<file path="config.mk">
export PLATFORM = sky130hd
export DESIGN_NAME = dma4_engine
export DESIGN_NICKNAME = d
export VERILOG_FILES = /design/src/rtl/dma4_pkg.sv /design/src/rtl/dma4_pick.sv /design/src/rtl/dma4_chan.sv /design/src/rtl/dma4_mover.sv /design/src/rtl/dma4_engine.sv
export SDC_FILE = /design/constraint.sdc
export NUM_CORES = 1
export LEC_CHECK = 0
export BUFFER_PORTS_ARGS = -buffer_cell sky130_fd_sc_hd__buf_2
export CORE_UTILIZATION = 55
export CTS_CLUSTER_SIZE = 20
export DETAILED_ROUTE_END_ITERATION = 10
export GPL_ROUTABILITY_DRIVEN = 0
export GPL_TIMING_DRIVEN = 1
export HOLD_SLACK_MARGIN = 0.12
export PLACE_DENSITY_LB_ADDON = 0.1
export SLEW_MARGIN = 20
export SYNTH_ARGS = -nofsm -noshare
export SYNTH_HDL_FRONTEND = slang
export SYNTH_SLANG_ARGS = --single-unit
</file>
<file path="constraint.sdc">
create_clock -name clk -period 15.2 [get_ports clk]
set_input_delay 1.52 -clock clk [delete_from_list [all_inputs] [get_ports clk]]
set_output_delay 1.52 -clock clk [all_outputs]
set_load 0.01 [all_outputs]
</file>
<file path="src/rtl/dma4_pkg.sv">
package dma4_pkg;
  localparam int ADDR_W = 32;
  localparam int CNT_W  = 24;

  // Control field layout; packed so field order matches register bits 8..0.
  typedef struct packed {
    logic       special;
    logic       irq_en;
    logic       burst;
    logic       auto_rq;
    logic       dst_inc;
    logic       src_inc;
    logic [1:0] size;
    logic       en;
  } ctrl_t;

  typedef enum logic [1:0] {
    F_SRC  = 2'd0,
    F_DST  = 2'd1,
    F_CNT  = 2'd2,
    F_CTRL = 2'd3
  } field_e;

  typedef enum logic [2:0] {
    ST_IDLE = 3'd0,
    ST_PLO  = 3'd1,
    ST_PHI  = 3'd2,
    ST_RD   = 3'd3,
    ST_WR   = 3'd4
  } mv_state_e;

  function automatic logic [2:0] size_bytes(logic [1:0] s);
    case (s)
      2'd0:    size_bytes = 3'd1;
      2'd1:    size_bytes = 3'd2;
      default: size_bytes = 3'd4;
    endcase
  endfunction

  function automatic logic [31:0] size_mask(logic [1:0] s);
    case (s)
      2'd0:    size_mask = 32'h0000_00FF;
      2'd1:    size_mask = 32'h0000_FFFF;
      default: size_mask = 32'hFFFF_FFFF;
    endcase
  endfunction
endpackage

</file>
<file path="src/rtl/dma4_pick.sv">
module dma4_pick #(
  parameter int N   = 4,
  localparam int IW = (N > 1) ? $clog2(N) : 1
) (
  input  logic [N-1:0]  req,
  output logic          any,
  output logic [IW-1:0] idx
);
  // Lowest index wins: scan from the top so the last hit is the lowest.
  always_comb begin
    idx = '0;
    for (int i = N - 1; i >= 0; i--) begin
      if (req[i]) idx = IW'(i);
    end
  end
  assign any = |req;
endmodule

</file>
<file path="src/rtl/dma4_chan.sv">
module dma4_chan
  import dma4_pkg::*;
#(
  parameter int CH           = 0,
  parameter int AW           = ADDR_W,
  parameter int CW           = CNT_W,
  parameter int RELOAD_CH    = 2,
  parameter int INDIRECT_CH  = 3,
  parameter int RELOAD_EVERY = 4,
  localparam int RCW         = (RELOAD_EVERY > 1) ? $clog2(RELOAD_EVERY) : 1,
  localparam bit HAS_RELOAD  = (CH == RELOAD_CH),
  localparam bit HAS_IND     = (CH == INDIRECT_CH)
) (
  input  logic          clk,
  input  logic          rst_n,
  input  logic          wr_en,
  input  logic [1:0]    wr_field,
  input  logic [AW-1:0] wr_data,
  input  logic          dreq,
  input  logic          adv,
  output logic [AW-1:0] src_o,
  output logic [AW-1:0] dst_o,
  output logic [1:0]    size_o,
  output logic          burst_o,
  output logic          last_o,
  output logic          pend_o,
  output logic          indir_o,
  output logic          done_o,
  output logic          irq_o
);
  logic [AW-1:0] src_q, src_n, dst_q, dst_n, init_q, init_n;
  logic [CW-1:0] cnt_q, cnt_n;
  ctrl_t         ctrl_q, ctrl_n;
  logic          done_q, done_n;
  logic          reload_hit;
  logic [AW-1:0] sstep, dstep;

  assign indir_o = HAS_IND && ctrl_q.special;
  assign last_o  = (cnt_q == CW'(1));
  assign sstep   = indir_o ? AW'(4) : AW'(size_bytes(ctrl_q.size));
  assign dstep   = AW'(size_bytes(ctrl_q.size));

  generate
    if (HAS_RELOAD) begin : g_reload
      logic [RCW-1:0] rc_q, rc_n;
      always_comb begin
        rc_n = rc_q;
        if (wr_en && (wr_field == F_SRC || wr_field == F_CTRL)) rc_n = '0;
        else if (adv && ctrl_q.special)
          rc_n = (rc_q == RCW'(RELOAD_EVERY - 1)) ? '0 : rc_q + 1'b1;
      end
      always_ff @(posedge clk or negedge rst_n) begin
        if (!rst_n) rc_q <= '0;
        else        rc_q <= rc_n;
      end
      assign reload_hit = adv && ctrl_q.special && (rc_q == RCW'(RELOAD_EVERY - 1));
    end else begin : g_noreload
      assign reload_hit = 1'b0;
    end
  endgenerate

  always_comb begin
    src_n  = src_q;
    dst_n  = dst_q;
    init_n = init_q;
    cnt_n  = cnt_q;
    ctrl_n = ctrl_q;
    done_n = done_q;
    if (adv) begin
      cnt_n = cnt_q - 1'b1;
      if (ctrl_q.src_inc) src_n = src_q + sstep;
      if (ctrl_q.dst_inc) dst_n = dst_q + dstep;
      if (reload_hit)     src_n = init_q;
      if (last_o) begin
        ctrl_n.en = 1'b0;
        done_n    = 1'b1;
      end
    end
    if (wr_en) begin
      case (wr_field)
        F_SRC:   begin src_n = wr_data; init_n = wr_data; end
        F_DST:   dst_n = wr_data;
        F_CNT:   cnt_n = wr_data[CW-1:0];
        default: begin ctrl_n = ctrl_t'(wr_data[$bits(ctrl_t)-1:0]); done_n = 1'b0; end
      endcase
    end
  end

  always_ff @(posedge clk or negedge rst_n) begin
    if (!rst_n) begin
      src_q  <= '0;
      dst_q  <= '0;
      init_q <= '0;
      cnt_q  <= '0;
      ctrl_q <= '0;
      done_q <= 1'b0;
    end else begin
      src_q  <= src_n;
      dst_q  <= dst_n;
      init_q <= init_n;
      cnt_q  <= cnt_n;
      ctrl_q <= ctrl_n;
      done_q <= done_n;
    end
  end

  assign src_o   = src_q;
  assign dst_o   = dst_q;
  assign size_o  = ctrl_q.size;
  assign burst_o = ctrl_q.burst;
  assign pend_o  = ctrl_q.en && (ctrl_q.auto_rq || dreq);
  assign done_o  = done_q;
  assign irq_o   = done_q && ctrl_q.irq_en;

  // one completed item lowers the count by exactly one
  a_r5_count_step: assert property (@(posedge clk) disable iff (!rst_n)
    (adv && !wr_en) |=> cnt_q == $past(cnt_q) - 1'b1);
  // the done flag rises only after the final item completes
  a_r9_done_after_last: assert property (@(posedge clk) disable iff (!rst_n)
    $rose(done_q) |-> $past(adv && last_o));
  // a finished channel no longer requests service
  a_r9_stop_on_done: assert property (@(posedge clk) disable iff (!rst_n)
    (adv && last_o && !wr_en) |=> !pend_o);
endmodule

</file>
<file path="src/rtl/dma4_mover.sv">
module dma4_mover
  import dma4_pkg::*;
#(
  parameter int NCH    = 4,
  parameter int AW     = ADDR_W,
  parameter int IND_CH = 3,
  localparam int CHW   = (NCH > 1) ? $clog2(NCH) : 1,
  localparam int HW    = AW / 2
) (
  input  logic                   clk,
  input  logic                   rst_n,
  input  logic [NCH-1:0]         pend,
  input  logic [NCH-1:0][AW-1:0] src,
  input  logic [NCH-1:0][AW-1:0] dst,
  input  logic [NCH-1:0][1:0]    sz,
  input  logic [NCH-1:0]         burst,
  input  logic [NCH-1:0]         last,
  input  logic [NCH-1:0]         indir,
  output logic [NCH-1:0]         adv,
  output logic                   bus_req,
  output logic                   bus_we,
  output logic [1:0]             bus_size,
  output logic [AW-1:0]          bus_addr,
  output logic [AW-1:0]          bus_wdata,
  input  logic [AW-1:0]          bus_rdata,
  input  logic                   bus_ready
);
  mv_state_e      st_q, st_n;
  logic [CHW-1:0] ch_q, ch_n, pick;
  logic [AW-1:0]  ptr_q, ptr_n, data_q, data_n;
  logic           any;

  dma4_pick #(.N(NCH)) u_pick (.req(pend), .any(any), .idx(pick));

  always_comb begin
    st_n   = st_q;
    ch_n   = ch_q;
    ptr_n  = ptr_q;
    data_n = data_q;
    adv    = '0;
    case (st_q)
      ST_IDLE: if (any) begin
        ch_n = pick;
        st_n = indir[pick] ? ST_PLO : ST_RD;
      end
      ST_PLO: if (bus_ready) begin
        ptr_n[HW-1:0] = bus_rdata[HW-1:0];
        st_n = ST_PHI;
      end
      ST_PHI: if (bus_ready) begin
        ptr_n[AW-1:HW] = bus_rdata[HW-1:0];
        st_n = ST_RD;
      end
      ST_RD: if (bus_ready) begin
        data_n = bus_rdata & size_mask(sz[ch_q]);
        st_n = ST_WR;
      end
      ST_WR: if (bus_ready) begin
        adv[ch_q] = 1'b1;
        if (burst[ch_q] && !last[ch_q]) st_n = indir[ch_q] ? ST_PLO : ST_RD;
        else                            st_n = ST_IDLE;
      end
      default: st_n = ST_IDLE;
    endcase
  end

  always_ff @(posedge clk or negedge rst_n) begin
    if (!rst_n) begin
      st_q   <= ST_IDLE;
      ch_q   <= '0;
      ptr_q  <= '0;
      data_q <= '0;
    end else begin
      st_q   <= st_n;
      ch_q   <= ch_n;
      ptr_q  <= ptr_n;
      data_q <= data_n;
    end
  end

  always_comb begin
    bus_req   = (st_q != ST_IDLE);
    bus_we    = (st_q == ST_WR);
    bus_wdata = data_q;
    bus_size  = sz[ch_q];
    bus_addr  = src[ch_q];
    case (st_q)
      ST_PLO: bus_size = 2'd1;
      ST_PHI: begin bus_size = 2'd1; bus_addr = src[ch_q] + AW'(2); end
      ST_RD:  bus_addr = indir[ch_q] ? ptr_q : src[ch_q];
      ST_WR:  bus_addr = dst[ch_q];
      default: ;
    endcase
  end

  // a stalled transaction keeps its attributes
  a_r4_hold: assert property (@(posedge clk) disable iff (!rst_n)
    (bus_req && !bus_ready) |=> bus_req && $stable(bus_addr) && $stable(bus_we) && $stable(bus_size));
  // cycle-steal gives the bus back after every item
  a_r8_steal_release: assert property (@(posedge clk) disable iff (!rst_n)
    (st_q == ST_WR && bus_ready && !burst[ch_q]) |=> !bus_req);
  // channel 0 pending at a boundary is always the one served
  a_r7_top_first: assert property (@(posedge clk) disable iff (!rst_n)
    (st_q == ST_IDLE && pend[0]) |=> (ch_q == '0) && bus_req);
  // pointer fetches happen only for the indirect-capable channel
  a_r11_ptr_owner: assert property (@(posedge clk) disable iff (!rst_n)
    (st_q == ST_PLO || st_q == ST_PHI) |-> ch_q == CHW'(IND_CH));
  // at most one item completes per cycle
  a_r8_one_adv: assert property (@(posedge clk) disable iff (!rst_n) $onehot0(adv));
endmodule

</file>
<file path="src/rtl/dma4_engine.sv">
module dma4_engine
  import dma4_pkg::*;
#(
  parameter int NCH          = 4,
  parameter int AW           = ADDR_W,
  parameter int CW           = CNT_W,
  parameter int RELOAD_CH    = 2,
  parameter int INDIRECT_CH  = 3,
  parameter int RELOAD_EVERY = 4,
  localparam int CHW         = (NCH > 1) ? $clog2(NCH) : 1,
  localparam int RAW         = CHW + 2
) (
  input  logic           clk,
  input  logic           rst_n,
  input  logic           reg_we,
  input  logic [RAW-1:0] reg_addr,
  input  logic [AW-1:0]  reg_wdata,
  input  logic [NCH-1:0] dreq,
  output logic           bus_req,
  output logic           bus_we,
  output logic [1:0]     bus_size,
  output logic [AW-1:0]  bus_addr,
  output logic [AW-1:0]  bus_wdata,
  input  logic [AW-1:0]  bus_rdata,
  input  logic           bus_ready,
  output logic [NCH-1:0] done,
  output logic [NCH-1:0] irq
);
  logic [1:0] rs_q;
  logic       rst_sync_n;

  always_ff @(posedge clk or negedge rst_n) begin
    if (!rst_n) rs_q <= '0;
    else        rs_q <= {rs_q[0], 1'b1};
  end
  assign rst_sync_n = rs_q[1];

  logic [NCH-1:0][AW-1:0] src_v, dst_v;
  logic [NCH-1:0][1:0]    sz_v;
  logic [NCH-1:0]         burst_v, last_v, pend_v, indir_v, adv_v;

  generate
    for (genvar i = 0; i < NCH; i++) begin : g_ch
      dma4_chan #(
        .CH(i), .AW(AW), .CW(CW), .RELOAD_CH(RELOAD_CH),
        .INDIRECT_CH(INDIRECT_CH), .RELOAD_EVERY(RELOAD_EVERY)
      ) u_chan (
        .clk      (clk),
        .rst_n    (rst_sync_n),
        .wr_en    (reg_we && (reg_addr[RAW-1:2] == CHW'(i))),
        .wr_field (reg_addr[1:0]),
        .wr_data  (reg_wdata),
        .dreq     (dreq[i]),
        .adv      (adv_v[i]),
        .src_o    (src_v[i]),
        .dst_o    (dst_v[i]),
        .size_o   (sz_v[i]),
        .burst_o  (burst_v[i]),
        .last_o   (last_v[i]),
        .pend_o   (pend_v[i]),
        .indir_o  (indir_v[i]),
        .done_o   (done[i]),
        .irq_o    (irq[i])
      );
    end
  endgenerate

  dma4_mover #(.NCH(NCH), .AW(AW), .IND_CH(INDIRECT_CH)) u_mover (
    .clk       (clk),
    .rst_n     (rst_sync_n),
    .pend      (pend_v),
    .src       (src_v),
    .dst       (dst_v),
    .sz        (sz_v),
    .burst     (burst_v),
    .last      (last_v),
    .indir     (indir_v),
    .adv       (adv_v),
    .bus_req   (bus_req),
    .bus_we    (bus_we),
    .bus_size  (bus_size),
    .bus_addr  (bus_addr),
    .bus_wdata (bus_wdata),
    .bus_rdata (bus_rdata),
    .bus_ready (bus_ready)
  );
endmodule

</file>
# ---- After elaboration in Yosys (flattened, before gate mapping)
# Cells that the tools add are included.
dict set report totals {
  register_bits 495
  input_bits 76
  elab_cells 266
  out_inout_bits 76
}
dict set report classes {
  n_addsub 14
  n_bitwise 2
  muxes 122
  n_eq_ne 25
  reduce_logical 46
  n_lt_le_gt_ge 3
}
# cell count
set ops {}
lappend ops {{$mux W32} 38}
lappend ops {{$mux W24} 12}
lappend ops {{$add A32 B3 Y32} 7}
lappend ops {{$bmux W32 S2} 2}
lappend ops {{$eq A24 B1 Y1 const B} 4}
lappend ops {{$pmux W32 S3} 1}
lappend ops {{$sub A24 B1 Y24 const B} 4}
lappend ops {{$pmux W32 S2} 1}
lappend ops {{$mux W1} 37}
lappend ops {{$add A32 B2 Y32 const B} 1}
lappend ops {{$add A32 B32 Y32} 1}
lappend ops {{$and A32 B32 Y32} 1}
lappend ops {{$pmux W3 S2} 4}
lappend ops {{$mux W2} 11}
lappend ops {{$mux W3} 7}
lappend ops {{$reduce_and A2 Y1} 9}
lappend ops {{$logic_and A1 B1 Y1} 17}
lappend ops {{$pmux W3 S5} 1}
lappend ops {{$eq A2 B1 Y1 const B} 7}
lappend ops {{$logic_not A2 Y1} 7}
lappend ops {{$eq A2 B2 Y1 const B} 5}
lappend ops {{$bmux W1 S2} 4}
lappend ops {{$mux W4} 2}
lappend ops {{$eq A3 B2 Y1 const B} 2}
lappend ops {{19 further kinds} 27}

# ---- Longest topological paths before layout
dict set report logic_depth {
  word_depth 12
  ltp_mapped 12
  mapped_depth_nobuf 10
}

# ---- By module
# A second synthesis with hierarchy kept.
dict set report hier_totals {
  cells_unflattened 3233
  hier_area_um2 30160.2
}
# module n_inst seq_area_each_um2 area_each_um2 cells_per_inst
set by_module_without_submodules {}
lappend by_module_without_submodules {{dma4_chan at g_ch[2].u_chan} 1 3303.2 7542.2 878}
lappend by_module_without_submodules {dma4_mover 1 1726.7 5993.2 531}
lappend by_module_without_submodules {{dma4_chan at g_ch[0].u_chan} 1 2427.3 5532.8 610}
lappend by_module_without_submodules {{dma4_chan at g_ch[1].u_chan} 1 2427.3 5502.8 598}
lappend by_module_without_submodules {{dma4_chan at g_ch[3].u_chan} 1 2452.4 5462.7 602}
lappend by_module_without_submodules {dma4_engine 1 50.0 91.3 7}
lappend by_module_without_submodules {dma4_pick 1 0.0 35.0 7}

# ---- Least setup slack after synthesis
# Ideal clock, no wire load.
dict set report synth_timing {
  kind {reg-to-output}
  from {reg u_mover.ch_q[1]}
  to {out bus_addr[31]}
  path_buffers 3
  required_time_ns 13.680
  stages_incl_launch_ff 12
  setup_slack_ns 11.060
  arrival_ns 2.620
  cell_sequence {dfrtp_1 > buf_4 > buf_6 > buf_2 > mux4_2 > ha_1 > nand2_1 > o22a_1 > or4_1 > nor4_2 > xnor2_1 > a21oi_1}
}
dict set report synth_via {
  elab_chain_cells 4
  elab_cells_between_ends 9
  classes_between {1 x add/sub; 8 x mux}
}
# item line
set synth_lines {}
lappend synth_lines {{from (decl)} dma4_mover.sv:29} ;# logic [CHW-1:0] ch_q, ch_n, pick;
lappend synth_lines {{from (signal assigned)} dma4_mover.sv:75} ;# ch_q <= ch_n;
lappend synth_lines {{$bmux W32 S2 or $bmux W1 S2 (tied branches)} {dma4_mover.sv:86, dma4_mover.sv:89, dma4_mover.sv:90}}
lappend synth_lines {{$mux W32 (implied by the code) or $mux W1 (tied branches)} {dma4_mover.sv:86, dma4_mover.sv:89, dma4_mover.sv:90}}
lappend synth_lines {{$add A32 B2 Y32 or $mux W32 (tied branches)} {dma4_mover.sv:89, dma4_mover.sv:90}}
lappend synth_lines {{$pmux W32 S3 *} dma4_mover.sv:87} ;# case (st_q)
lappend synth_lines {{to (decl)} dma4_engine.sv:22} ;# output logic [AW-1:0] bus_addr,
# Every way passes the cells marked *; elsewhere a longest branch is shown, timed or not. The select of a mux whose other input is x is not followed.

# ---- Worst setup path after layout
dict set report layout_timing {
  from {reg u_mover.ch_q[1]}
  to {out bus_addr[9]}
}
# Same word-level chain as after synthesis.

==> results.toml <==
[status]
status = "completed"

[detailed_routing]
wl_um = 93900
vias_per_cell = 6.36
wl_per_cell_um = 23.8
route.detailed.drc = 0
vias = 25100
dr.pass1.iters = 7
drt-initial-drc-count = 3574
ant_nets = 0

[final_layout]
nets = 3337
area_delta_synth_final_pct = 9.97
utilization = 0.618
final_cell_mix = "dfrtp_1, nor2_1, nand2_1, a21oi_1, xnor2_1"
final_common_cell = "dfrtp_1"
drive_above_1_share = 0.142
n_fill_cell = 4354
stdcell_area_mm2 = 0.0320

[grt]
grt_usage = 0.352
grt_antenna_before_repair = 2
grt_overflow = 0
first_global_vias = 23600
grt_pass1_wl_um = 144000
grt_max_degree = 179

[clock_network]
cts.repair.resized = 0
cts_setup_buffers = 0
root_buffer = "clkbuf_16"
clock-sinks = 495
clk_pin_slew_worst_paths_ns = 0.06
cts_max_path_buffers = 3
cts_tree = "built"
cts_made_buffers = 54
h-tree-depth = 2
clock_latency_ns = 0.62
hold_buffers = 0

[flow_run]
maxCapViolations = 0

[synth]
ys_types = 78
yosysWarnings = 0
synth.avg_cell_area_um2 = 9.12
postSynth.asyncResetShare = 1.00
ys_seq_area_frac = 0.425
syn_inst = 3193
synth_nets = 3311
ys_seq_elements = 495
synth_ff_type = "dfrtp_1"
synth-edff-count = 0
syn_area_mm2 = 0.0291

[floorplan]
die_h_um = 232
die_w_um = 232
coreArea_mm2 = 0.0518
initial_utilization = 0.562
die_area_mm2 = 0.0539
rows = 83
io_pins = 152

[sta]
tns_ns = 0
slew_headroom = 0.205
period_share = 0.422
hold_viol = 0
worst-slew-pin-transition_ns = 1.18
fin_crit_ns = 6.41
skew_ns = 0.0276
setup_viol = 0
drv_slew = 0
rsz0062_at_grt = "no"
fmax_mhz = 156

[setup_path]
cp_common_cell = "nand2_1"
cp.buffers_inverters = 1
critPathMaxFanout = 80
crit_arrival_ns = 4.89
critPathKind = "register to output port"
cp-start-kind = "register"
worstPathRequired_ns = 13.68
slowest_stage = "dfrtp_4"
critical-path-max-stage-delay_ns = 1.18
critical_path.cell_chain = "mux4_2 > ha_1 > nand2_1 > o22a_1 > nor4b_2 > nand2_1 > xor2_1 > o21ai_0 > buf_2"
end_kind = "output port"
cpLargestDelayFamily = "simple AND/OR/NAND/NOR gates"

[power]
ir_drop_mv = 0.0899
powerDensity_mw_per_mm2 = 169
leakage_nw = 13.0

[hold_path]
hold_path.class = "register to asynchronous set/reset pin"

[placement]
io_buffers = 151
dpl_cell_area_mm2 = 0.0301
hpwl_um = 65000
-- cells in the mapped netlist (8+ instances only) --
library cell  instances  area, um2
dfrtp_1             495      12400
nor2_1              377       1420
nand2_1             373       1400
a21oi_1             297       1490
xnor2_1             199       1740
clkbuf_1            164        616
o21ai_0             163        816
xor2_1              129       1130
nand3_1             110        551
nor3_1              102        510
mux2_2               78        878
and3_1               74        463
nand4_1              68        425
mux4_2               67       1510
inv_1                56        210
ha_1                 36        450
nor4_1               34        213
and2_1               25        156
or3_1                23        144
a222oi_1             22        220
nor2b_1              17        106
and4_1               16        140
buf_2                15       75.1
o31ai_1              14        105
or4_1                14        105
a31oi_1              13       81.3
mux2i_1              13        130
nor3b_1              13       97.6
a21o_1               11       82.6
a22o_1               11       96.3
buf_4                11       82.6
nand2b_1             11       68.8
a211oi_1             10       75.1
o22ai_1              10       62.6
or2_2                 9       56.3
buf_1                 8       30.0
-- registers in the layout, indices dropped and copies added, names as in the netlist, 3 cells and up --
register,count
g_ch.u_chan.dst_o,128
g_ch.u_chan.ctrl_q,21
g_ch.u_chan.done_o,4
g_ch.u_chan.size_o,8
g_ch.u_chan.cnt_q,96
g_ch.u_chan.init_q,32
u_mover.ptr_q,32
g_ch.u_chan.burst_o,4
u_mover.st_q,3
g_ch.u_chan.src_o,128
u_mover.bus_wdata,32
-- worst paths after layout --
| kind | slack, ns | end | depth (start not counted) | from |
|---|---|---|---|---|
| worst max-delay path | 8.79 | bus_addr[9] | 9 | u_mover.ch_q[1]$_DFFE_PN0P_ |
| worst min-delay path | 0.31 | g_ch[0].u_chan.done_o$_DFF_PN0_ | 0 | rs_q[1]$_DFF_PN0_ |
| worst max register to register | 11.33 | g_ch[0].u_chan.dst_o[19]$_DFF_PN0_ | 7 | u_mover.st_q[0]$_DFFE_PN0P_ |
| worst min register to register | 0.31 | g_ch[0].u_chan.done_o$_DFF_PN0_ | 0 | rs_q[1]$_DFF_PN0_ |
| max in group asynchronous | 12.16 | u_mover.ch_q[1]$_DFFE_PN0P_ | 3 | rs_q[1]$_DFF_PN0_ |
| min in group clk | 0.37 | rs_q[1]$_DFF_PN0_ | 0 | rs_q[0]$_DFF_PN0_ |
-- stage by stage --
step,worst slack [ns],power [mW],cells,hold WS [ns]
2_1_floorplan,0.382,3.30,3193,0.331
3_3_place_gp,9.15,3.91,3842,0.323
3_5_place_dp,9.05,3.97,3842,0.331
4_1_cts,8.39,5.36,3943,0.330
5_1_grt,8.63,5.66,3944,0.368
6_report,8.79,5.40,3946,0.314
-- layer usage --
layer  vias to the layer above  global-route usage  share of wire
met1                     12300               0.506           0.42
li1                      11300                   -              -
met2                      1297               0.523           0.43
met3                       220              0.0618           0.10
met4                         0               0.151          0.048
met5                         -                   0              0
-- worst reg2reg max path: stages (launching register included) --
cell and delay, ns:
dfrtp_1 0.71, nor4bb_4 0.38, buf_4 0.31, nand3_1 0.62
nor4b_4 1.14, nand3_1 0.19, xor2_1 0.19, o21ai_0 0.23
-- where the power goes --
| group | leakage, nW | internal (mW) | switching [mW] |
|---|---|---|---|
| Sequential | 5.95 | 1.67 | 0.466 |
| Clock | 0.913 | 0.818 | 0.563 |
| Combinational | 6.13 | 0.851 | 1.04 |
-- cells by family (layout without fill, tap and decap cells) --
family                   count (synthesis)  in the layout  synth area share
AND/OR/NAND/NOR                       1309           1309             0.216
buffers and inverters                  267            338            0.0384
adder cells (fa/ha/maj)                 44             44            0.0203
AO/OA/AOI/OAI                          591            591             0.115
XOR/XNOR                               328            328            0.0986
flip-flops                             495            495             0.425
multiplexers                           158            158            0.0864
other                                    1              3          0.000129
-- layout make-up --
class,instances,area [um2],share of cell area
tap,680,851,0.0266
multi-input combinational,2431,15700,0.490
inverter,57,214,0.00668
sequential,495,12400,0.387
clock inverter,25,289,0.00902
clock buffer,76,1570,0.0489
timing repair buffer,180,1010,0.0316
antenna,2,5.00,0.000156
No activity file was read; power rests on OpenSTA's default activity.
